[src/rtl/trc_stamp_pkg.sv]
package trc_stamp_pkg;

   typedef enum logic [1:0] {
      PK_NONE = 2'd0,
      PK_SYNC = 2'd1,
      PK_OVF  = 2'd2,
      PK_TS   = 2'd3
   } pkt_kind_e;

   typedef struct packed {
      logic       clk_sel;
      logic [1:0] presc;
      logic       stim_en;
      logic       sync_en;
      logic       ts_en;
      logic       glb_en;
   } ctrl_t;

   localparam logic [7:0] TS_HDR_BYTE  = 8'hC0;
   localparam logic [7:0] OVF_BYTE     = 8'h70;
   localparam logic [7:0] SYNC_TAIL    = 8'h80;
   localparam int unsigned SYNC_BYTES  = 6;
   localparam int unsigned GRP_BITS    = 7;

   // Fewest 7-bit groups that hold v (never less than one).
   function automatic int unsigned grp_need(input logic [31:0] v, input int unsigned ngrp);
      int unsigned n;
      n = 1;
      for (int unsigned g = 1; g < 5; g++) begin
         if (g < ngrp && (v >> (GRP_BITS * g)) != 32'd0) n = g + 1;
      end
      return n;
   endfunction

endpackage

[src/rtl/trc_stamp_regs.sv]
module trc_stamp_regs
   import trc_stamp_pkg::*;
#(
   parameter int unsigned ID_W    = 7,
   parameter logic [31:0] LOCK_KEY = 32'hC5AC_CE55
) (
   input  logic            clk,
   input  logic            rst_n,
   input  logic            reg_sel,
   input  logic            reg_we,
   input  logic [31:0]     reg_wdata,
   input  logic            busy,
   output logic [31:0]     reg_rdata,
   output ctrl_t           ctrl
);

   if (ID_W < 1 || ID_W > 7) begin : g_bad_id
      $error("trc_stamp_regs: ID_W must be 1..7");
   end

   logic            unlocked;
   logic [ID_W-1:0] src_id;

   always_ff @(posedge clk) begin
      if (!rst_n) begin
         unlocked <= 1'b0;
         ctrl     <= '0;
         src_id   <= '0;
      end else if (reg_we) begin
         if (reg_sel) begin
            unlocked <= (reg_wdata == LOCK_KEY);
         end else if (unlocked) begin
            ctrl.glb_en  <= reg_wdata[0];
            ctrl.ts_en   <= reg_wdata[1];
            ctrl.sync_en <= reg_wdata[2];
            ctrl.stim_en <= reg_wdata[3];
            ctrl.clk_sel <= reg_wdata[4];
            ctrl.presc   <= reg_wdata[9:8];
            src_id       <= reg_wdata[16 +: ID_W];
         end
      end
   end

   always_comb begin
      reg_rdata = '0;
      if (!reg_sel) begin
         reg_rdata[0]         = ctrl.glb_en;
         reg_rdata[1]         = ctrl.ts_en;
         reg_rdata[2]         = ctrl.sync_en;
         reg_rdata[3]         = ctrl.stim_en;
         reg_rdata[4]         = ctrl.clk_sel;
         reg_rdata[9:8]       = ctrl.presc;
         reg_rdata[16 +: ID_W] = src_id;
         reg_rdata[23]        = busy;
      end
   end

   // while locked a control write leaves every field untouched
   assert_locked_ignore_R2: assert property (@(posedge clk) disable iff (!rst_n)
      (!unlocked && reg_we && !reg_sel) |=> ($stable(ctrl) && $stable(src_id)));

endmodule

[src/rtl/trc_stamp_ctr.sv]
module trc_stamp_ctr #(
   parameter int unsigned TS_W        = 21,
   parameter int unsigned PRESC_SHIFT = 2,
   parameter bit          SATURATE    = 1'b1
) (
   input  logic            clk,
   input  logic            rst_n,
   input  logic            run,
   input  logic            sel_trace,
   input  logic            trace_tick,
   input  logic [1:0]      presc,
   input  logic            restart,
   output logic [TS_W-1:0] cnt
);

   localparam int unsigned PW = 3 * PRESC_SHIFT;

   if (PRESC_SHIFT < 1 || PRESC_SHIFT > 4) begin : g_bad_shift
      $error("trc_stamp_ctr: PRESC_SHIFT must be 1..4");
   end

   logic [PW-1:0]   pre;
   logic [PW-1:0]   lim;
   logic            tick;
   logic [TS_W-1:0] cnt_next;

   assign tick = sel_trace ? trace_tick : 1'b1;

   always_comb begin
      lim = PW'((32'd1 << (PRESC_SHIFT * int'(presc))) - 32'd1);
   end

   if (SATURATE) begin : g_sat
      assign cnt_next = (&cnt) ? cnt : cnt + 1'b1;
   end else begin : g_wrap
      assign cnt_next = cnt + 1'b1;
   end

   always_ff @(posedge clk) begin
      if (!rst_n || !run || restart) begin
         pre <= '0;
         cnt <= '0;
      end else if (tick) begin
         if (pre >= lim) begin
            pre <= '0;
            cnt <= cnt_next;
         end else begin
            pre <= pre + 1'b1;
         end
      end
   end

   // between restarts the count never steps backwards
   if (SATURATE) begin : g_mono
      assert_monotonic_R7: assert property (@(posedge clk) disable iff (!rst_n)
         (run && !restart) |=> (cnt >= $past(cnt)));
   end

endmodule

[src/rtl/trc_stamp_seq.sv]
module trc_stamp_seq
   import trc_stamp_pkg::*;
#(
   parameter int unsigned TS_W = 21
) (
   input  logic            clk,
   input  logic            rst_n,
   input  logic            en,
   input  logic            sync_req,
   input  logic            ovf_req,
   input  logic            ts_req,
   input  logic [TS_W-1:0] cnt,
   input  logic            pkt_ready,
   output logic [7:0]      pkt_data,
   output logic            pkt_valid,
   output logic            ts_restart,
   output logic            busy
);

   localparam int unsigned NGRP  = (TS_W + GRP_BITS - 1) / GRP_BITS;
   localparam int unsigned MAXI  = (NGRP > SYNC_BYTES - 1) ? NGRP : SYNC_BYTES - 1;
   localparam int unsigned IDX_W = $clog2(MAXI + 1);
   localparam int unsigned CAP_W = GRP_BITS * NGRP;

   if (TS_W < 8 || TS_W > 28) begin : g_bad_ts
      $error("trc_stamp_seq: TS_W must be 8..28");
   end

   logic             pend_sync, pend_ovf, pend_ts;
   logic             sending;
   pkt_kind_e        kind, pick;
   logic [IDX_W-1:0] idx, last_idx;
   logic [CAP_W-1:0] cap;
   logic             start, fire;
   logic [CAP_W-1:0] grp_sh;

   assign start = !sending && en && (pend_sync || pend_ovf || pend_ts);
   assign fire  = pkt_valid && pkt_ready;

   always_comb begin
      if (pend_sync)     pick = PK_SYNC;
      else if (pend_ovf) pick = PK_OVF;
      else if (pend_ts)  pick = PK_TS;
      else               pick = PK_NONE;
   end

   assign ts_restart = start && (pick == PK_TS);

   always_ff @(posedge clk) begin
      if (!rst_n || !en) begin
         pend_sync <= 1'b0;
         pend_ovf  <= 1'b0;
         pend_ts   <= 1'b0;
      end else begin
         pend_sync <= (pend_sync && !(start && pick == PK_SYNC)) || sync_req;
         pend_ovf  <= (pend_ovf  && !(start && pick == PK_OVF))  || ovf_req;
         pend_ts   <= (pend_ts   && !(start && pick == PK_TS))   || ts_req;
      end
   end

   always_ff @(posedge clk) begin
      if (!rst_n) begin
         sending  <= 1'b0;
         kind     <= PK_NONE;
         idx      <= '0;
         last_idx <= '0;
         cap      <= '0;
      end else if (start) begin
         sending <= 1'b1;
         kind    <= pick;
         idx     <= '0;
         case (pick)
            PK_SYNC: last_idx <= IDX_W'(SYNC_BYTES - 1);
            PK_TS:   last_idx <= IDX_W'(grp_need(32'(cnt), NGRP));
            default: last_idx <= '0;
         endcase
         cap <= CAP_W'(cnt);
      end else if (fire) begin
         if (idx == last_idx || !en) begin
            sending <= 1'b0;
         end else begin
            idx <= idx + 1'b1;
         end
      end
   end

   assign grp_sh = cap >> (GRP_BITS * (int'(idx) - 1));

   always_comb begin
      case (kind)
         PK_SYNC: pkt_data = (idx == last_idx) ? SYNC_TAIL : 8'h00;
         PK_OVF:  pkt_data = OVF_BYTE;
         PK_TS:   pkt_data = (idx == '0) ? TS_HDR_BYTE : {idx != last_idx, grp_sh[6:0]};
         default: pkt_data = 8'h00;
      endcase
   end

   assign pkt_valid = sending;
   assign busy      = sending || pend_sync || pend_ovf || pend_ts;

   // a stalled byte stays on the port unchanged
   assert_hold_R10: assert property (@(posedge clk) disable iff (!rst_n)
      (pkt_valid && !pkt_ready) |=> (pkt_valid && $stable(pkt_data)));

   // with global enable clear, a completed handshake ends the stream
   assert_drop_R12: assert property (@(posedge clk) disable iff (!rst_n)
      (!en && fire) |=> !pkt_valid);

   // every timestamp start presents the header byte next
   assert_ts_header_R6: assert property (@(posedge clk) disable iff (!rst_n)
      ts_restart |=> (pkt_valid && pkt_data == TS_HDR_BYTE));

endmodule

[src/rtl/trc_stamp_top.sv]
module trc_stamp_top
   import trc_stamp_pkg::*;
#(
   parameter int unsigned TS_W        = 21,
   parameter int unsigned ID_W        = 7,
   parameter int unsigned PRESC_SHIFT = 2,
   parameter bit          SATURATE    = 1'b1,
   parameter logic [31:0] LOCK_KEY    = 32'hC5AC_CE55
) (
   input  logic        clk,
   input  logic        rst_n,
   input  logic        reg_sel,
   input  logic        reg_we,
   input  logic [31:0] reg_wdata,
   output logic [31:0] reg_rdata,
   input  logic        trace_tick,
   input  logic        sync_trig,
   input  logic        stim_wr,
   input  logic        fifo_full,
   output logic [7:0]  pkt_data,
   output logic        pkt_valid,
   input  logic        pkt_ready
);

   ctrl_t           ctrl;
   logic            busy;
   logic            ts_restart;
   logic [TS_W-1:0] cnt;
   logic            stim_ok, sync_req, ovf_req, ts_req;

   assign stim_ok  = stim_wr && ctrl.glb_en && ctrl.stim_en;
   assign sync_req = sync_trig && ctrl.glb_en && ctrl.sync_en;
   assign ovf_req  = stim_ok && fifo_full;
   assign ts_req   = stim_ok && !fifo_full && ctrl.ts_en;

   trc_stamp_regs #(.ID_W(ID_W), .LOCK_KEY(LOCK_KEY)) u_regs (
      .clk       (clk),
      .rst_n     (rst_n),
      .reg_sel   (reg_sel),
      .reg_we    (reg_we),
      .reg_wdata (reg_wdata),
      .busy      (busy),
      .reg_rdata (reg_rdata),
      .ctrl      (ctrl)
   );

   trc_stamp_ctr #(.TS_W(TS_W), .PRESC_SHIFT(PRESC_SHIFT), .SATURATE(SATURATE)) u_ctr (
      .clk        (clk),
      .rst_n      (rst_n),
      .run        (ctrl.glb_en && ctrl.ts_en),
      .sel_trace  (ctrl.clk_sel),
      .trace_tick (trace_tick),
      .presc      (ctrl.presc),
      .restart    (ts_restart),
      .cnt        (cnt)
   );

   trc_stamp_seq #(.TS_W(TS_W)) u_seq (
      .clk        (clk),
      .rst_n      (rst_n),
      .en         (ctrl.glb_en),
      .sync_req   (sync_req),
      .ovf_req    (ovf_req),
      .ts_req     (ts_req),
      .cnt        (cnt),
      .pkt_ready  (pkt_ready),
      .pkt_data   (pkt_data),
      .pkt_valid  (pkt_valid),
      .ts_restart (ts_restart),
      .busy       (busy)
   );

   // a trigger with sync disabled never leaves the port idle-to-busy on its own
   assert_sync_gate_R4: assert property (@(posedge clk) disable iff (!rst_n)
      (sync_trig && !ctrl.sync_en && !stim_wr && !busy) |=> !busy);

endmodule

[config.mk]
export PLATFORM = sky130hd
export DESIGN_NAME = trc_stamp_top
export DESIGN_NICKNAME = d
export VERILOG_FILES = /design/src/rtl/trc_stamp_pkg.sv /design/src/rtl/trc_stamp_regs.sv /design/src/rtl/trc_stamp_ctr.sv /design/src/rtl/trc_stamp_seq.sv /design/src/rtl/trc_stamp_top.sv
export SDC_FILE = /design/constraint.sdc
export NUM_CORES = 1
export LEC_CHECK = 0
export ABC_AREA = 1
export BUFFER_PORTS_ARGS = -buffer_cell sky130_fd_sc_hd__buf_2
export CORE_ASPECT_RATIO = 1.1
export CORE_MARGIN = 2
export CORE_UTILIZATION = 45
export CTS_BUF_LIST = sky130_fd_sc_hd__clkbuf_16
export DETAILED_ROUTE_END_ITERATION = 6
export PLACE_DENSITY = 0.66
export SLEW_MARGIN = 30
export SYNTH_ARGS = -nofsm -noshare
export SYNTH_HDL_FRONTEND = slang
export SYNTH_SLANG_ARGS = --single-unit
[constraint.sdc]
create_clock -name clk -period 4.9 [get_ports clk]
set_input_delay 0 -clock clk [delete_from_list [all_inputs] [get_ports clk]]
set_output_delay 0 -clock clk [all_outputs]
set_load 0.005 [all_outputs]
==> flow_summary.json, run 1 <==
{
  "status": "finished clean",
  "yosysSeqAreaShare_pct": 30.9,
  "die_w_um": 103,
  "synth_simple_gate_area_share_pct": 31.9,
  "n_antenna_cell": 0,
  "hold_viol": 0,
  "portBuffers": 64,
  "powerDensity_nw_per_um2": 225,
  "cp.arrival_ns": 4.13,
  "ir_drop_uv": 151,
  "row_count": 39,
  "path_cells": "inv_2 > ha_1 > nand2_2 > inv_1 > nor2_2 > xnor2_1 > inv_1 > ha_1 > fa_1 > nor2_2 > o21ai_0 > nor2_1 > o21ai_1 > nand2_1 > inv_1 > nand2_1 > nand2_1 > a21oi_1 > buf_2",
  "routed-via-count": 5043,
  "finClkSkew_ns": 0.00956,
  "firstDrtPassIters": 5,
  "fin_crit_sh_pct": 84.2,
  "worst_pin_slew_ns": 0.924,
  "synth-seq-cells": 75,
  "async_flop_share_pct": 0,
  "rsz0062_at_grt": "no",
  "power.total_mw": 1.25,
  "hp-class": "input pin to register",
  "cts_tree": "yes",
  "synth-edff-count": 0,
  "coreArea_um2": 10400,
  "hold-path-endpoint": "u_regs.ctrl[5]$_SDFFE_PN0P_",
  "r2r-end": "u_ctr.cnt[0]$_SDFFE_PP0P_",
  "antenna_found_initial": 0,
  "drt_iter0_markers": 301,
  "grt_pass1_vias": 4637,
  "grt_max_degree": 43,
  "drv_cap": 0,
  "post_synth_num_cell_types": 38,
  "routed_wl_mm": 13.3,
  "max_slew_margin_pct": 38.2,
  "cp_max_fo": 21,
  "viasPerCell": 5.30,
  "critPathMaxStageDelay_ns": 0.62,
  "ctsHoldBuffers": 18,
  "crit_type": "register to primary output",
  "clkSinkCount": 75,
  "fmax_mhz": 242,
  "grt_pass1_wl_mm": 21.9,
  "multiInputGateArea_um2": 2820,
  "setup_ws_ns": 0.772,
  "post-route-util_pct": 53.2,
  "final_common_cell": "nand2_1",
  "cts_buffer_depth": 2,
  "end_kind": "primary output",
  "synth-adder-area-share_pct": 4.69,
  "synth_top_area_cell": "dfxtp_1",
  "drc": 0,
  "start_util_pct": 46.5,
  "dp_hpwl_mm": 9.83,
  "crit_slowest_cell": "fa_1",
  "setup_viol": 0,
  "ff2ff_setup_slack_ns": 1.91,
  "finalCriticalPeriod_ns": 4.13,
  "p_leak_nw": 2.27,
  "drv_slew": 0,
  "grt_usage_pct": 23.6,
  "synth.avg_cell_area_um2": 6.55,
  "synthMuxAreaShare_pct": 0,
  "synthTopCellsByArea": "dfxtp_1 (31%), nand2_1 (12%), nand3_1 (8.7%)",
  "cts_setup_buffers": 0,
  "h-tree-depth": 3,
  "synthXorXnorAreaFrac_pct": 4.51,
  "drive_gt1_share_pct": 11.4,
  "worstPathRequired_ns": 4.90,
  "grt_overflow_total": 0,
  "mostFrequentLayoutCells": "nand2_1 (156), nand3_1 (84), dfxtp_1 (75)",
  "min_path_cells": 3,
  "seqCellArea_um2": 1500,
  "final_nets": 861,
  "crit_path_start_kind": "register",
  "synth_compound_area_share_pct": 15.7,
  "r2r-start": "u_regs.ctrl[4]$_SDFFE_PN0P_",
  "synth_top_area_share_pct": 30.9,
  "io_pins": 82,
  "wl_per_cell_um": 14.0,
  "path_clk_slew_ns": 0.06,
  "die_area_um2": 11600,
  "cts_resized": 0,
  "synth_warnings": 0,
  "synthCells": 741,
  "area_delta_synth_final_pct": 14.6,
  "antenna_left": 0,
  "synth_top_family_by_area": "simple AND/OR/NAND/NOR gates",
  "synth-main-ff-cell": "dfxtp_1",
  "fin_tns_setup_ns": 0,
  "die_h_um": 113,
  "dp_slack_ns": 1.12,
  "min_from": "reg_wdata[9]",
  "worstSkewPairLatency_ns": 0.34,
  "syn-cell-area_um2": 4850,
  "cts-root-buf": "clkbuf_16",
  "fillers": 1044,
  "gp_congestion": 0.943,
  "cts_buffers": 9,
  "reg2reg_depth": 12
}
## metrics by stage
stage / hold slack [ns] / std cells / instance area (um^2)
6_report: 0.00641 / 951 / 5560
5_1_grt: 0.0327 / 951 / 5560
4_1_cts: 0.00166 / 951 / 5560
3_5_place_dp: 0.291 / 917 / 5110
3_3_place_gp: 0.281 / 917 / 5110
2_1_floorplan: 0.165 / 757 / 4910
## sequential cells by signal (all words and copies together) (netlist names)
name,flops
u_seq.cap,21
u_regs.src_id,7
u_seq.last_idx,3
u_seq.pend_sync,1
u_seq.kind,2
u_seq.pend_ovf,1
u_ctr.pre,6
u_regs.unlocked,1
u_seq.idx,3
u_regs.ctrl,7
u_seq.pend_ts,1
u_seq.pkt_valid,1
u_ctr.cnt,21
## worst max-delay path by stage
stage	from	to	depth (start not counted)	slack, ns
after CTS	u_seq.idx[0]$_SDFFE_PP0P_	pkt_data[0]	19	0.73
after floorplan	u_seq.idx[0]$_SDFFE_PP0P_	pkt_data[1]	18	1.72
after global routing	u_seq.idx[0]$_SDFFE_PP0P_	pkt_data[0]	19	0.34
after detailed placement	u_seq.idx[0]$_SDFFE_PP0P_	pkt_data[0]	19	1.12
final	u_seq.idx[0]$_SDFFE_PP0P_	pkt_data[0]	19	0.77
after global placement	u_seq.idx[0]$_SDFFE_PP0P_	pkt_data[0]	19	1.15
## logic make-up after synthesis
kind of cell | after synthesis
buffers and inverters | 122
DFF | 75
adders and majority gates | 17
other | 1
and+or+nand+nor | 356
AOI/OAI and AO/OA | 145
xor gates and xnor gates | 25
## Yosys cell counts, types with 10 or more instances
cell and n:
ha_1 15, nand3_1 84, clkbuf_1 13, nand2_1 156
xor2_1 19, nor3_1 15, o21ai_0 54, dfxtp_1 75
a21oi_1 74, nor2_1 72, nand4_1 12, buf_4 20
buf_2 10, inv_1 72
## where the power goes
| group | switching, mW | internal, mW |
|---|---|---|
| Clock | 0.254 | 0.340 |
| Sequential | 0.00000000000348 | 0.610 |
| Combinational | 0.0240 | 0.0226 |
## routing by layer
metal / share of wire, % / vias up / wire length (um) / global-route usage (%)
met3: 4.0 / 24 / 528 / 4.39
li1: - / 2543 / - / -
met4: 1.8 / 0 / 237 / 7.89
met5: 0 / - / 0 / 0
met1: 46 / 2346 / 6130 / 31.8
met2: 48 / 130 / 6450 / 38.0
## final cells by class
type,instances,share of cell area (%)
inverters,73,4.93
flip-flops and latches,75,27.0
well taps,143,3.22
clock inverters,7,0.810
multi-input cells,560,50.7
clock buffers,9,4.05
repair buffers,84,9.27
## worst max-delay path: cells and delay by family, from the launching register on
kind	cells	cell delay, ns
DFF	1	0.32
and+or+nand+nor	7	1.25
xor gates and xnor gates	1	0.18
buffers and inverters	5	0.54
AOI/OAI and AO/OA	3	0.35
adders and majority gates	3	1.16
(Power assumes the default switching activity.)
==> run 2: changes to the inputs <==
clock period = 3.8 ns   (was 4.9 ns; I/O delays follow)
==> run 2 against run 1 <==
Compared with the run above:
- the run now ends with design-rule violations left
- clock skew is 0.0033 ns lower
- die area stayed put
- final cell count is 0.74% higher
- largest cell class unchanged
- sequential share of layout area is 0.73 points lower
- highest routed layer unchanged
- critical path depth is 4 lower
- first-iteration DRC count is 9.6% lower
- sequential cell count stayed put
- hold slack better by 0.029 ns
- combinational power is 36% higher
- sequential power is 29% higher
- critical path type unchanged
==> flow_summary.json, run 2 (synthesized netlist as in run 1, its figures left out) <==
{
  "status": "complete, but fails checks",
  "violations": "design-rule violations",
  "cpMostUsedCell": "nand2_1",
  "drc": 1,
  "p_leak_nw": 2.35,
  "grt_max_degree": 43,
  "die_h_um": 113,
  "min_path_cells": 3,
  "h-tree-depth": 3,
  "grt_usage_pct": 24.4,
  "wl_per_cell_um": 14.2,
  "post-route-util_pct": 54.7,
  "cts_setup_buffers": 0,
  "powerDensity_nw_per_um2": 326,
  "drv_slew": 0,
  "final_common_cell": "nand2_1",
  "power.total_mw": 1.87,
  "grt_pass1_wl_mm": 22.6,
  "start_util_pct": 46.5,
  "worstSkewPairLatency_ns": 0.33,
  "max_slew_margin_pct": 41.2,
  "finClkSkew_ns": 0.00624,
  "path_buf_inv": 3,
  "portBuffers": 64,
  "seqCellArea_um2": 1500,
  "fin_tns_setup_ns": 0,
  "path_cells": "inv_2 > ha_1 > xor2_1 > fa_1 > fa_1 > nor2_2 > o21ai_0 > nor2_1 > o21ai_1 > nand2_1 > inv_1 > nand2_1 > nand2_1 > a21oi_1 > buf_2",
  "ff2ff_setup_slack_ns": 1.31,
  "worstPathRequired_ns": 3.80,
  "reg2reg_depth": 13,
  "mostFrequentLayoutCells": "nand2_1 (156), nand3_1 (84), dfxtp_1 (75)",
  "firstDrtPassIters": 7,
  "row_count": 39,
  "viasPerCell": 5.25,
  "ir_drop_uv": 212,
  "routed-via-count": 5034,
  "grt_pass1_vias": 4626,
  "fin_crit_sh_pct": 91.4,
  "worst_pin_slew_ns": 0.879,
  "crit_slowest_cell": "fa_1",
  "r2r-end": "u_ctr.cnt[13]$_SDFFE_PP0P_",
  "r2r-start": "u_regs.ctrl[5]$_SDFFE_PN0P_",
  "gp_congestion": 0.959,
  "drv_cap": 0,
  "setup_ws_ns": 0.325,
  "setup_viol": 0,
  "antenna_found_initial": 0,
  "die_w_um": 103,
  "cts_buffer_depth": 2,
  "fmax_mhz": 288,
  "io_pins": 82,
  "cts_tree": "yes",
  "cp.arrival_ns": 3.47,
  "multiInputGateArea_um2": 2820,
  "fillers": 1072,
  "final_nets": 869,
  "dp_hpwl_mm": 9.80,
  "finalCriticalPeriod_ns": 3.47,
  "drive_gt1_share_pct": 11.7,
  "end_kind": "primary output",
  "dp_slack_ns": 0.662,
  "critical_path.top_delay_family": "adder cells",
  "crit_type": "register to primary output",
  "hold-path-endpoint": "u_regs.src_id[3]$_SDFFE_PN0P_",
  "hp-class": "input pin to register",
  "hold_slack_ns": 0.0352,
  "drt_iter0_markers": 272,
  "rsz0062_at_grt": "no",
  "clkSinkCount": 75,
  "min_from": "reg_wdata[19]",
  "cp_max_fo": 21,
  "antenna_left": 0,
  "critPathMaxStageDelay_ns": 0.55,
  "n_antenna_cell": 0,
  "routed_wl_mm": 13.6,
  "die_area_um2": 11600,
  "path_clk_slew_ns": 0.06,
  "cts_buffers": 9,
  "area_delta_synth_final_pct": 17.8,
  "coreArea_um2": 10400,
  "grt_overflow_total": 0,
  "crit_path_start_kind": "register",
  "hold_viol": 0,
  "cts-root-buf": "clkbuf_16",
  "reg_top3": "u_ctr.cnt x21, u_seq.cap x21"
}
==> run 2: repair_timing <==
item	CTS	global route
hold buffers	22	0
gates resized for setup	0	0
endpoints found under the hold margin	19	0
endpoints found under the setup margin	0	0
==> run 2: final cells by class <==
cell class / instances / area share (%)
multi-input combinational: 560 / 49.4
sequential: 75 / 26.3
timing repair buffer: 92 / 10.2
inverter: 73 / 4.80
clock buffer: 9 / 3.94
tap: 143 / 3.13
clock inverter: 6 / 2.26
==> run 2: worst min-delay path, delay by kind of cell <==
kind	cells	cell delay, ns
buf+inv	1	0.09
compound gates	2	0.23
==> run 2: worst max path at each step <==
| stage | from | to | cells after the start |
|---|---|---|---|
| detailed placement | u_seq.idx[0]$_SDFFE_PP0P_ | pkt_data[0] | 15 |
| CTS | u_seq.idx[0]$_SDFFE_PP0P_ | pkt_data[0] | 15 |
| finish | u_seq.idx[0]$_SDFFE_PP0P_ | pkt_data[0] | 15 |
| global route | u_seq.idx[0]$_SDFFE_PP0P_ | pkt_data[0] | 19 |
| global placement | u_seq.idx[0]$_SDFFE_PP0P_ | pkt_data[0] | 19 |
| floorplan | u_seq.idx[0]$_SDFFE_PP0P_ | pkt_data[1] | 18 |
==> run 2: layer usage <==
metal	up-vias	wire length, um	track usage (%)
met5	-	0	0
li1	2553	-	-
met3	39	535	3.09
met2	152	6580	38.9
met1	2290	6030	31.9
met4	0	463	12.5
==> run 2: through the flow <==
step / area [um^2] / cells
3_3_place_gp: 5140 / 921
5_1_grt: 5710 / 958
3_5_place_dp: 5140 / 921
6_report: 5710 / 958
2_1_floorplan: 4910 / 757
4_1_cts: 5710 / 958
==> run 2: where the power goes <==
part / switching (mW) / total (mW) / leakage [nW] / internal, mW
combinational: 0.0323 / 0.0635 / 1.57 / 0.0312
sequential: 0.00000000000415 / 0.786 / 0.604 / 0.786
clock: 0.316 / 1.02 / 0.173 / 0.700
